## config.mk

```make
export PLATFORM = sky130hd
export DESIGN_NAME = layer_row_render
export DESIGN_NICKNAME = d
export VERILOG_FILES = /design/src/rtl/lrr_pkg.sv /design/src/rtl/lrr_ctrl.sv /design/src/rtl/lrr_datapath.sv /design/src/rtl/layer_row_render.sv
export SDC_FILE = /design/constraint.sdc
export NUM_CORES = 1
export LEC_CHECK = 0
export ABC_AREA = 1
export BUFFER_PORTS_ARGS = -buffer_cell sky130_fd_sc_hd__buf_2
export CORE_AREA = 3 3 88 90
export DETAILED_ROUTE_END_ITERATION = 16
export DIE_AREA = 0 0 91 93
export PLACE_DENSITY = 0.74
export SETUP_SLACK_MARGIN = 0.5
export SKIP_CTS_REPAIR_TIMING = 1
export SYNTH_ARGS = -nofsm -noshare
export SYNTH_HDL_FRONTEND = slang
export SYNTH_SLANG_ARGS = --single-unit
```

## constraint.sdc

```tcl
create_clock -name clk -period 2.2 [get_ports clk]
set_input_delay 0.22 -clock clk [delete_from_list [all_inputs] [get_ports clk]]
set_output_delay 0.22 -clock clk [all_outputs]
set_load 0.02 [all_outputs]
```

## src/rtl/lrr_pkg.sv

```systemverilog
package lrr_pkg;
  typedef enum logic [1:0] {ST_IDLE, ST_BG, ST_FG, ST_WAIT} lrrState_t;

  typedef struct packed {
    logic latchSlot;
    logic rdBg;
    logic rdFg;
    logic capBg;
    logic emit;
  } lrrStrobe_t;
endpackage

```

## src/rtl/lrr_ctrl.sv

```systemverilog
module lrr_ctrl
  import lrr_pkg::*;
(
  input  logic       clk,
  input  logic       rstN,
  input  logic       slotReq,
  output lrrStrobe_t strb,
  output logic       busy
);
  lrrState_t state;

  always_ff @(posedge clk) begin
    if (!rstN) state <= ST_IDLE;
    else begin
      unique case (state)
        ST_IDLE: if (slotReq) state <= ST_BG;
        ST_BG:   state <= ST_FG;
        ST_FG:   state <= ST_WAIT;
        default: state <= ST_IDLE;
      endcase
    end
  end

  always_comb begin
    strb.latchSlot = (state == ST_IDLE) && slotReq;
    strb.rdBg      = (state == ST_BG);
    strb.rdFg      = (state == ST_FG);
    strb.capBg     = (state == ST_FG);
    strb.emit      = (state == ST_WAIT);
  end

  assign busy = (state != ST_IDLE);

  // once raised, busy spans exactly three cycles
  p_busy_span_r9: assert property (@(posedge clk) disable iff (!rstN)
    $rose(busy) |=> busy ##1 busy ##1 !busy);
endmodule

```

## src/rtl/lrr_datapath.sv

```systemverilog
module lrr_datapath
  import lrr_pkg::*;
#(
  parameter int ADDR_W    = 16,
  parameter int MA_W      = 12,
  parameter int RA_W      = 5,
  parameter int IDX_W     = 7,
  parameter int Y_W       = 9,
  parameter int BANK_W    = 3,
  parameter int MA_SH     = 3,
  parameter int RA_SH     = 7,
  parameter int BASE_OFF  = 'h400,
  parameter int FLIP_Y    = 240,
  parameter int FLIP_X    = 256,
  parameter int BLANK_IDX = 0,
  localparam int NIB_W    = 4,
  localparam int X_W      = IDX_W + 1,
  localparam int PAL_W    = BANK_W + 1 + NIB_W
)(
  input  logic              clk,
  input  logic              rstN,
  input  lrrStrobe_t        strb,
  input  logic              lineStart,
  input  logic [Y_W-1:0]    lineY,
  input  logic [BANK_W-1:0] colorBank,
  input  logic              flipEn,
  input  logic              videoEn,
  input  logic [MA_W-1:0]   crtcMa,
  input  logic [RA_W-1:0]   crtcRa,
  input  logic [IDX_W-1:0]  slotIdx,
  output logic              vramRd,
  output logic [ADDR_W-1:0] vramAddr,
  input  logic [2*NIB_W-1:0] vramData,
  output logic              pixValid,
  output logic [Y_W-1:0]    pixY,
  output logic [X_W-1:0]    pixXLeft,
  output logic [X_W-1:0]    pixXRight,
  output logic [PAL_W-1:0]  palLeft,
  output logic [PAL_W-1:0]  palRight
);
  localparam logic [X_W-1:0]   FLIP_X_L = X_W'(FLIP_X);
  localparam logic [Y_W-1:0]   FLIP_Y_L = Y_W'(FLIP_Y);
  localparam logic [PAL_W-1:0] BLANK_L  = PAL_W'(BLANK_IDX);

  logic [BANK_W-1:0] lineBank;
  logic              lineFlip, lineEn;
  logic [Y_W-1:0]    lineYQ;
  logic [ADDR_W-2:0] slotAddr;
  logic [IDX_W-1:0]  slotIdxQ;
  logic [2*NIB_W-1:0] bgByte;
  logic [ADDR_W-1:0] rawSum;

  assign rawSum = ADDR_W'(BASE_OFF) + ((ADDR_W'(crtcMa) << MA_SH) |
                  (ADDR_W'(crtcRa) << RA_SH) | ADDR_W'(slotIdx));

  always_ff @(posedge clk) begin
    if (!rstN) begin
      lineBank <= '0; lineFlip <= 1'b0; lineEn <= 1'b0; lineYQ <= '0;
    end else if (lineStart) begin
      lineBank <= colorBank; lineFlip <= flipEn; lineEn <= videoEn; lineYQ <= lineY;
    end
  end

  always_ff @(posedge clk) begin
    if (!rstN) begin
      slotAddr <= '0; slotIdxQ <= '0; bgByte <= '0;
    end else begin
      if (strb.latchSlot) begin
        slotAddr <= rawSum[ADDR_W-2:0];
        slotIdxQ <= slotIdx;
      end
      if (strb.capBg) bgByte <= vramData;
    end
  end

  assign vramRd   = strb.rdBg | strb.rdFg;
  assign vramAddr = {strb.rdFg, slotAddr};

  logic [1:0][PAL_W-1:0] palNext;
  logic [1:0][X_W-1:0]   xNext;

  for (genvar g = 0; g < 2; g++) begin : g_pix
    logic [NIB_W-1:0] fgNib, bgNib;
    logic [X_W-1:0]   xRaw;
    assign fgNib = vramData[g*NIB_W +: NIB_W];
    assign bgNib = bgByte[g*NIB_W +: NIB_W];
    assign xRaw  = {slotIdxQ, 1'(g)};
    assign xNext[g] = lineFlip ? (FLIP_X_L - xRaw) : xRaw;
    assign palNext[g] = !lineEn ? BLANK_L :
                        (fgNib != '0) ? {lineBank, 1'b1, fgNib} : {lineBank, 1'b0, bgNib};
  end

  always_ff @(posedge clk) begin
    if (!rstN) begin
      pixValid <= 1'b0; pixY <= '0; pixXLeft <= '0; pixXRight <= '0;
      palLeft <= '0; palRight <= '0;
    end else begin
      pixValid <= strb.emit;
      if (strb.emit) begin
        pixY      <= lineFlip ? (FLIP_Y_L - lineYQ) : lineYQ;
        pixXLeft  <= xNext[0];
        pixXRight <= xNext[1];
        palLeft   <= palNext[0];
        palRight  <= palNext[1];
      end
    end
  end

  // a foreground-tagged index never carries the transparent nibble
  p_fg_opaque_r5: assert property (@(posedge clk) disable iff (!rstN)
    pixValid && palLeft[NIB_W] |-> palLeft[NIB_W-1:0] != '0);
  // both pixels of a pair share one bank
  p_bank_pair_r4: assert property (@(posedge clk) disable iff (!rstN)
    pixValid |-> palLeft[PAL_W-1 -: BANK_W] == palRight[PAL_W-1 -: BANK_W]);
  // right pixel sits one step from the left, direction set by flip
  p_pair_x_r3: assert property (@(posedge clk) disable iff (!rstN)
    pixValid |-> pixXRight == (lineFlip ? pixXLeft - 1'b1 : pixXLeft + 1'b1));
endmodule

```

## src/rtl/layer_row_render.sv

```systemverilog
module layer_row_render
  import lrr_pkg::*;
(
  input  logic       clk,
  input  logic       rstN,
  input  logic       lineStart,
  input  logic [8:0] lineY,
  input  logic [2:0] colorBank,
  input  logic       flipEn,
  input  logic       videoEn,
  input  logic       slotReq,
  input  logic [11:0] crtcMa,
  input  logic [4:0] crtcRa,
  input  logic [6:0] slotIdx,
  output logic       slotBusy,
  output logic       vramRd,
  output logic [15:0] vramAddr,
  input  logic [7:0] vramData,
  output logic       pixValid,
  output logic [8:0] pixY,
  output logic [7:0] pixXLeft,
  output logic [7:0] pixXRight,
  output logic [7:0] palLeft,
  output logic [7:0] palRight
);
  lrrStrobe_t strb;

  lrr_ctrl u_ctrl (
    .clk(clk), .rstN(rstN), .slotReq(slotReq), .strb(strb), .busy(slotBusy)
  );

  lrr_datapath u_dp (
    .clk(clk), .rstN(rstN), .strb(strb),
    .lineStart(lineStart), .lineY(lineY), .colorBank(colorBank),
    .flipEn(flipEn), .videoEn(videoEn),
    .crtcMa(crtcMa), .crtcRa(crtcRa), .slotIdx(slotIdx),
    .vramRd(vramRd), .vramAddr(vramAddr), .vramData(vramData),
    .pixValid(pixValid), .pixY(pixY), .pixXLeft(pixXLeft), .pixXRight(pixXRight),
    .palLeft(palLeft), .palRight(palRight)
  );

  // a background read is followed at once by the foreground read at the mirrored address
  p_fg_addr_r2: assert property (@(posedge clk) disable iff (!rstN)
    vramRd && !vramAddr[15] |=> vramRd && vramAddr == ($past(vramAddr) | 16'h8000));
  // a pixel pair comes after exactly two reads and one idle read cycle
  p_valid_reads_r8: assert property (@(posedge clk) disable iff (!rstN)
    pixValid |-> !$past(vramRd, 1) && $past(vramRd, 2) && $past(vramRd, 3));
  // valid is a single-cycle pulse
  p_valid_pulse_r8: assert property (@(posedge clk) disable iff (!rstN)
    pixValid |=> !pixValid);
endmodule

```

# [Word-level counts from Yosys, hierarchy flattened]
# Cells that the tools add are included.
[totals] reg_bits=88 output_inout_bits=60 wordCells=39
[classes] add_sub_neg=4 eq_ne=4 mux=9 bitwise_logic=3 reduce_logical=5
[op_table] operator="2-to-1 mux 8 bit" count=4
[op_table] operator="subtractor 1 x 8 -> 8 bit, first input constant" count=2
[op_table] operator="adder 11 x 15 -> 15 bit, first input constant" count=1
[op_table] operator="OR 15 x 12 -> 15 bit" count=1
[op_table] operator="OR 15 x 7 -> 15 bit" count=1
[op_table] operator="2-to-1 mux 5 bit" count=2
[op_table] operator="2-to-1 mux 9 bit" count=1
[op_table] operator="subtractor 8 x 9 -> 9 bit, first input constant" count=1
[op_table] operator="nonzero test 4 bit" count=2
[op_table] operator="one-hot mux 2 bit (3 select lines)" count=1
[op_table] operator="equality test 2 bit, second input constant" count=2
[op_table] operator="equality test 2 x 1 -> 1 bit, second input constant" count=1
[op_table] operator="zero test 2 bit" count=1
[op_table] operator="2-to-1 mux 2 bit" count=1
[op_table] operator="!= test 2 bit, second input constant" count=1
[op_table] operator="nonzero test 2 bit" count=1
[op_table] operator="logical AND 1 bit" count=1
[op_table] operator="OR 1 bit" count=1

# [Logic depth before layout (Yosys ltp)]
[depth] word_depth=3 ltp_mapped=10 mapped_depth_nobuf=10

# [Hierarchy]
# A second synthesis with hierarchy kept.
[unflattened] hier_cells=476 area_unflattened_um2=3517.1
[by_module_without_submodules] mod="lrr_datapath" n_inst=1 cells_each=456 area_per_inst_um2=3364.5 seq_area_each_um2=1581.5
[by_module_without_submodules] mod="lrr_ctrl" n_inst=1 cells_each=20 area_per_inst_um2=152.6 seq_area_each_um2=40.0

# [Worst setup path after synthesis]
# No wires, ideal clock.
[synth_path] kind="reg-to-reg" startpoint="reg u_ctrl.state[0]" endpoint="reg u_dp.slotAddr[3]" t_arrival_ps=1080 required_ps=2082 path_slack_ps=1002 stages_incl_launch_ff=8 synth_period_minus_slack_ps=1198 cell_sequence="dfxtp_1 -> inv_1 -> ha_1 -> nand2_1 -> inv_2 -> buf_2 -> o21ai_1 -> nor2_1"
[synth_between] elab_chain_len=2
[synth_rtl] element="start: declaration" line_no="lrr_ctrl.sv:10" text="lrrState_t state;"
[synth_rtl] element="start signal: assignment" line_no="lrr_ctrl.sv:13" text="if (!rstN) state <= ST_IDLE;"
[synth_rtl] element="start signal: assignment" line_no="lrr_ctrl.sv:16" text="ST_IDLE: if (slotReq) state <= ST_BG;"
[synth_rtl] element="start signal: assignment" line_no="lrr_ctrl.sv:17" text="ST_BG: state <= ST_FG;"
[synth_rtl] element="zero test 2 bit" line_no="lrr_ctrl.sv:25" text="strb.latchSlot = (state == ST_IDLE) && slotReq;"
[synth_rtl] element="logical AND 1 bit" line_no="lrr_ctrl.sv:25"
[synth_rtl] element="end signal: assignment" line_no="lrr_datapath.sv:69" text="slotAddr <= rawSum[ADDR_W-2:0];"
[synth_rtl] element="end: declaration" line_no="lrr_datapath.sv:48" text="logic [ADDR_W-2:0] slotAddr;"
# No other way between the ends.
# A chain may end at the register's enable or synchronous reset.

# [Worst setup path in the final report]
[layout_path] startpoint="reg u_ctrl.state[0]" endpoint="out vramAddr[15]"
[layout_between] elab_chain_len=1
[layout_rtl] element="equality test 2 bit" line_no="lrr_ctrl.sv:27" text="strb.rdFg = (state == ST_FG);"
[layout_rtl] element="end: declaration" line_no="layer_row_render.sv:17" text="output logic [15:0] vramAddr,"
# No other way between the ends.

==> results.txt <==
The smallest hold slack came out at 0.104 ns. The slew at the pin closest to its max-slew limit came out at 0.741 ns. Row generation in the floorplan step produced 31 rows. Buffers placed on the I/O ports in this run total 108. The achievable clock frequency is 0.641 GHz. IR analysis of the VDD net gives a maximum drop of 548 uV. The number of nets produced by synthesis came out at 525. The number of antenna violations at the first check in global routing came out at 0.

The number of global-route vias before repair was 3,061. The proportion of synthesized flip-flops having asynchronous set or reset is 0%. STA puts the critical path data required time at 1.98 ns. The hold violation total from the final report was 0.

The count of nets left with antenna violations once routing finished came out at 0. Of the total power, combinational logic draws 33.4%. The power dissipated by switching net loads is 1.69 mW. The number of synthesized flops with an enable pin is 0. The global-route congestion overflow total came out at 0.

Setup repair after global routing left no endpoint under its margin. Setup violations remaining at the end of the flow were counted as 0. The clock buffer count from CTS came out at 9. The standard cell area after detailed placement came out at 0.00399 mm^2. The maximum single-stage delay on the critical path is 0.35 ns. The period utilization is 70.9%.

In the final layout, flip-flops and latches occupy 0.00162 mm^2. The startpoint of the most critical setup path is u_ctrl.state[0]. The final weighted congestion in routability-driven placement came out at 0.780.

The synthesized design spends more area on one cell type than any other, namely sky130_fd_sc_hd__dfxtp_1. The most common cell in the synthesized netlist is sky130_fd_sc_hd__dfxtp_1. The total count of max-transition violations in the final report came to 0. The die width came out at 91 um. Once detailed placement completed, the half-perimeter wirelength came to 5860 um. After the first detailed-routing iteration, the DRC count stood at 118. The completed layout was analyzed and its total power is 4.55 mW. Leaving out filler cells and counting taps, the final layout contains 664. The initial standard-cell utilization of the core is 48.9%. Counting every instance in the synthesized netlist gives 469.

The run finished with clean final reports. In this run the worst hold path is classified as input pin to flip-flop. STA classifies the critical path startpoint as a flip-flop. Clock tree synthesis selected as its root buffer the cell sky130_fd_sc_hd__clkbuf_8. The top-area cell type share of the netlist area is 46.4%. The first global-routing pass estimated 13,800 um of wire. Yosys attributes the largest share of cell area to sky130_fd_sc_hd__dfxtp_1, sky130_fd_sc_hd__nand2_1, sky130_fd_sc_hd__a21oi_1, sky130_fd_sc_hd__o21ai_0, sky130_fd_sc_hd__nor2_1.

The pin count of the biggest net entering global routing is 58. Pin placement for this block handled 110 I/O pins. The antenna diode count came out at 0.

The distinct cell type count of the synthesized netlist came out at 28. During synthesis, Yosys emitted a total of 0 warnings. The worst hold path startpoint is colorBank[2]. The dominant synthesized flop cell is sky130_fd_sc_hd__dfxtp_1. At the placement stage, the worst setup path has a slack of 0.673 ns. The post-layout worst setup margin is 0.640 ns.

The total number of nets in the final design came out at 617. In this run the static leakage power is 2.11 nW. The clock network power share came out at 23.9%. The total number of vias is 3,170. By count the netlist is led by sky130_fd_sc_hd__dfxtp_1, sky130_fd_sc_hd__nand2_1, sky130_fd_sc_hd__nor2_1. The internal power consumption is 2.87 mW. The mean instance size in the synthesized netlist is 7.45 um^2. The worst reg2reg path startpoint is u_ctrl.state[0]. The setup check on the worst reg-to-reg path leaves a slack of 0.73 ns. Net switching is 37.1% of the power.

For this design, the slowest cell found on the critical path is sky130_fd_sc_hd__ha_2. The power density of the placed cells came out at 1080 mW/mm^2. The full die area is 0.00846 mm^2. In the final routed layout, each cell accounts on average for 12.2 um. The H-tree generated during clock tree synthesis spans 3 levels. The number of clock sinks is 81. The buffer depth of the longest clock path came out at 2. The arrival time of the worst setup path came out at 1.34 ns. The critical path goes through inv_1, ha_2, buf_2. The area growth from synthesis to layout came out at 20.2%. In the final layout, the multi-input gates occupy 0.00147 mm^2. The worst setup path is of the flip-flop to output port kind. The summed area of non-filler cells in the final layout is 0.00420 mm^2. The register bit count reported by yosys is 81.

The largest fanout on the critical path came out at 16. The post-route netlist has 23.9% of its cells at a drive strength greater than 1. For the final database, setup skew stands at 0.00938 ns.

For this run, the total global-route usage over all layers was measured as 20.0%. The number of DRC violations after detailed routing came out at 0. The worst-skew pair later-pin latency came out at 0.34 ns. The max capacitance violation total is 0. The y dimension of the die is 93 um. The minimum clock period after layout came out at 1.56 ns. The register share of total power came out at 42.7%. The worst slew margin relative to its limit is 50.5%.

The detailed-route vias per instance is 4.77. The first detailed-routing pass took 4 iterations. The TritonCTS clock tree is done. STA classifies the critical path endpoint as an output port. The placeable core area came out at 0.00714 mm^2. The setup total negative slack came out at 0 ns.

The cell count after placement is 649. For this run, the register share of the synthesized area comes to 46.4%. The cell area after synthesis is 0.00349 mm^2.

Cells fill 58.9% of the core in the end. The clock-pin slew on the worst setup and hold paths came out at 0.08 ns. After detailed routing, the total wire length is 8090 um.

The count of fill cells added during filler insertion is 694.
power groups by stage:
stage	Combinational (mW)	Sequential (mW)	Clock, mW
6_report	1.52	1.94	1.09
5_1_grt	1.72	1.98	1.19
4_1_cts	1.52	1.94	1.12
3_5_place_dp	1.52	1.97	0
3_3_place_gp	1.47	1.97	0
2_1_floorplan	0.927	2.15	0
area by class of cell:
type | count | share of cell area [%]
clock inverter | 2 | 0.894
sequential | 81 | 38.6
clock buffer | 13 | 3.78
timing repair buffer | 112 | 13.8
tap | 99 | 2.95
inverter | 56 | 5.00
multi-input combinational | 301 | 35.0
flip-flops by register name, indices dropped and copies added (netlist names), 2 cells and up:
signal          flops
u_dp.pixXLeft       7
u_dp.pixY           9
u_dp.palRight       8
u_dp.pixXRight      8
u_ctrl.state        2
u_dp.bgByte         8
u_dp.palLeft        5
u_dp.slotIdxQ       7
u_dp.lineBank       3
u_dp.slotAddr      12
u_dp.lineYQ         9
final timing paths:
| kind | end | cells after the start |
|---|---|---|
| min reg2reg | u_dp.pixXRight[0] | 2 |
| max | vramAddr[15] | 3 |
| max reg2reg | u_dp.slotAddr[14] | 9 |
| min | u_dp.lineBank[2] | 3 |
cell usage in the layout (no fill, tap or decap):
cell	synthesis	layout
sky130_fd_sc_hd__nor2_1	60	60
sky130_fd_sc_hd__o21ai_0	49	49
sky130_fd_sc_hd__clkbuf_1	2	2
sky130_fd_sc_hd__nor2_2	1	1
sky130_fd_sc_hd__o211ai_1	3	3
sky130_fd_sc_hd__o21ai_1	12	12
sky130_fd_sc_hd__o221ai_1	2	2
sky130_fd_sc_hd__a21oi_1	51	51
sky130_fd_sc_hd__a221oi_1	1	1
sky130_fd_sc_hd__xor2_1	7	7
sky130_fd_sc_hd__buf_2	14	108
sky130_fd_sc_hd__buf_6	2	2
sky130_fd_sc_hd__clkbuf_8	0	11
sky130_fd_sc_hd__nand2_2	2	2
sky130_fd_sc_hd__xnor2_1	2	2
sky130_fd_sc_hd__nand4_4	1	1
sky130_fd_sc_hd__clkinvlp_4	0	1
sky130_fd_sc_hd__nand2_1	71	71
sky130_fd_sc_hd__inv_2	3	3
sky130_fd_sc_hd__ha_1	6	5
sky130_fd_sc_hd__nor3_1	7	7
sky130_fd_sc_hd__conb_1	1	1
sky130_fd_sc_hd__ha_2	0	1
sky130_fd_sc_hd__a21oi_2	1	1
sky130_fd_sc_hd__nand4_1	1	1
sky130_fd_sc_hd__buf_4	12	2
sky130_fd_sc_hd__dfxtp_1	81	81
sky130_fd_sc_hd__and2_4	1	1
sky130_fd_sc_hd__nand3_1	22	22
sky130_fd_sc_hd__bufinv_16	0	1
sky130_fd_sc_hd__inv_1	53	53
worst max-delay path, delay by kind of cell (launching register included):
family | cells | cell delay [ns]
fa+ha+maj | 1 | 0.35
buf+inv | 2 | 0.32
flops | 1 | 0.33
per-layer routing:
| metal | share of wire [%] | routed length, um | vias up | global-route usage, % |
|---|---|---|---|---|
| met5 | 0 | 0 | - | 0 |
| met2 | 45 | 3660 | 110 | 32.3 |
| met4 | 1.2 | 101 | 0 | 7.79 |
| li1 | - | - | 1681 | - |
| met3 | 7.2 | 586 | 8 | 4.99 |
| met1 | 46 | 3740 | 1371 | 25.7 |
cell families (layout without fill, tap and decap cells):
logic type | after synthesis | in the layout | synth area share [%]
XOR/XNOR | 9 | 9 | 2.26
buffers and inverters | 87 | 183 | 11.6
adder cells (fa/ha/maj) | 6 | 6 | 2.15
AO/OA/AOI/OAI | 119 | 119 | 17.7
other | 1 | 1 | 0.107
flip-flops | 81 | 81 | 46.4
AND/OR/NAND/NOR | 166 | 166 | 19.8
Note: power is estimated with default switching activity, not from simulation.
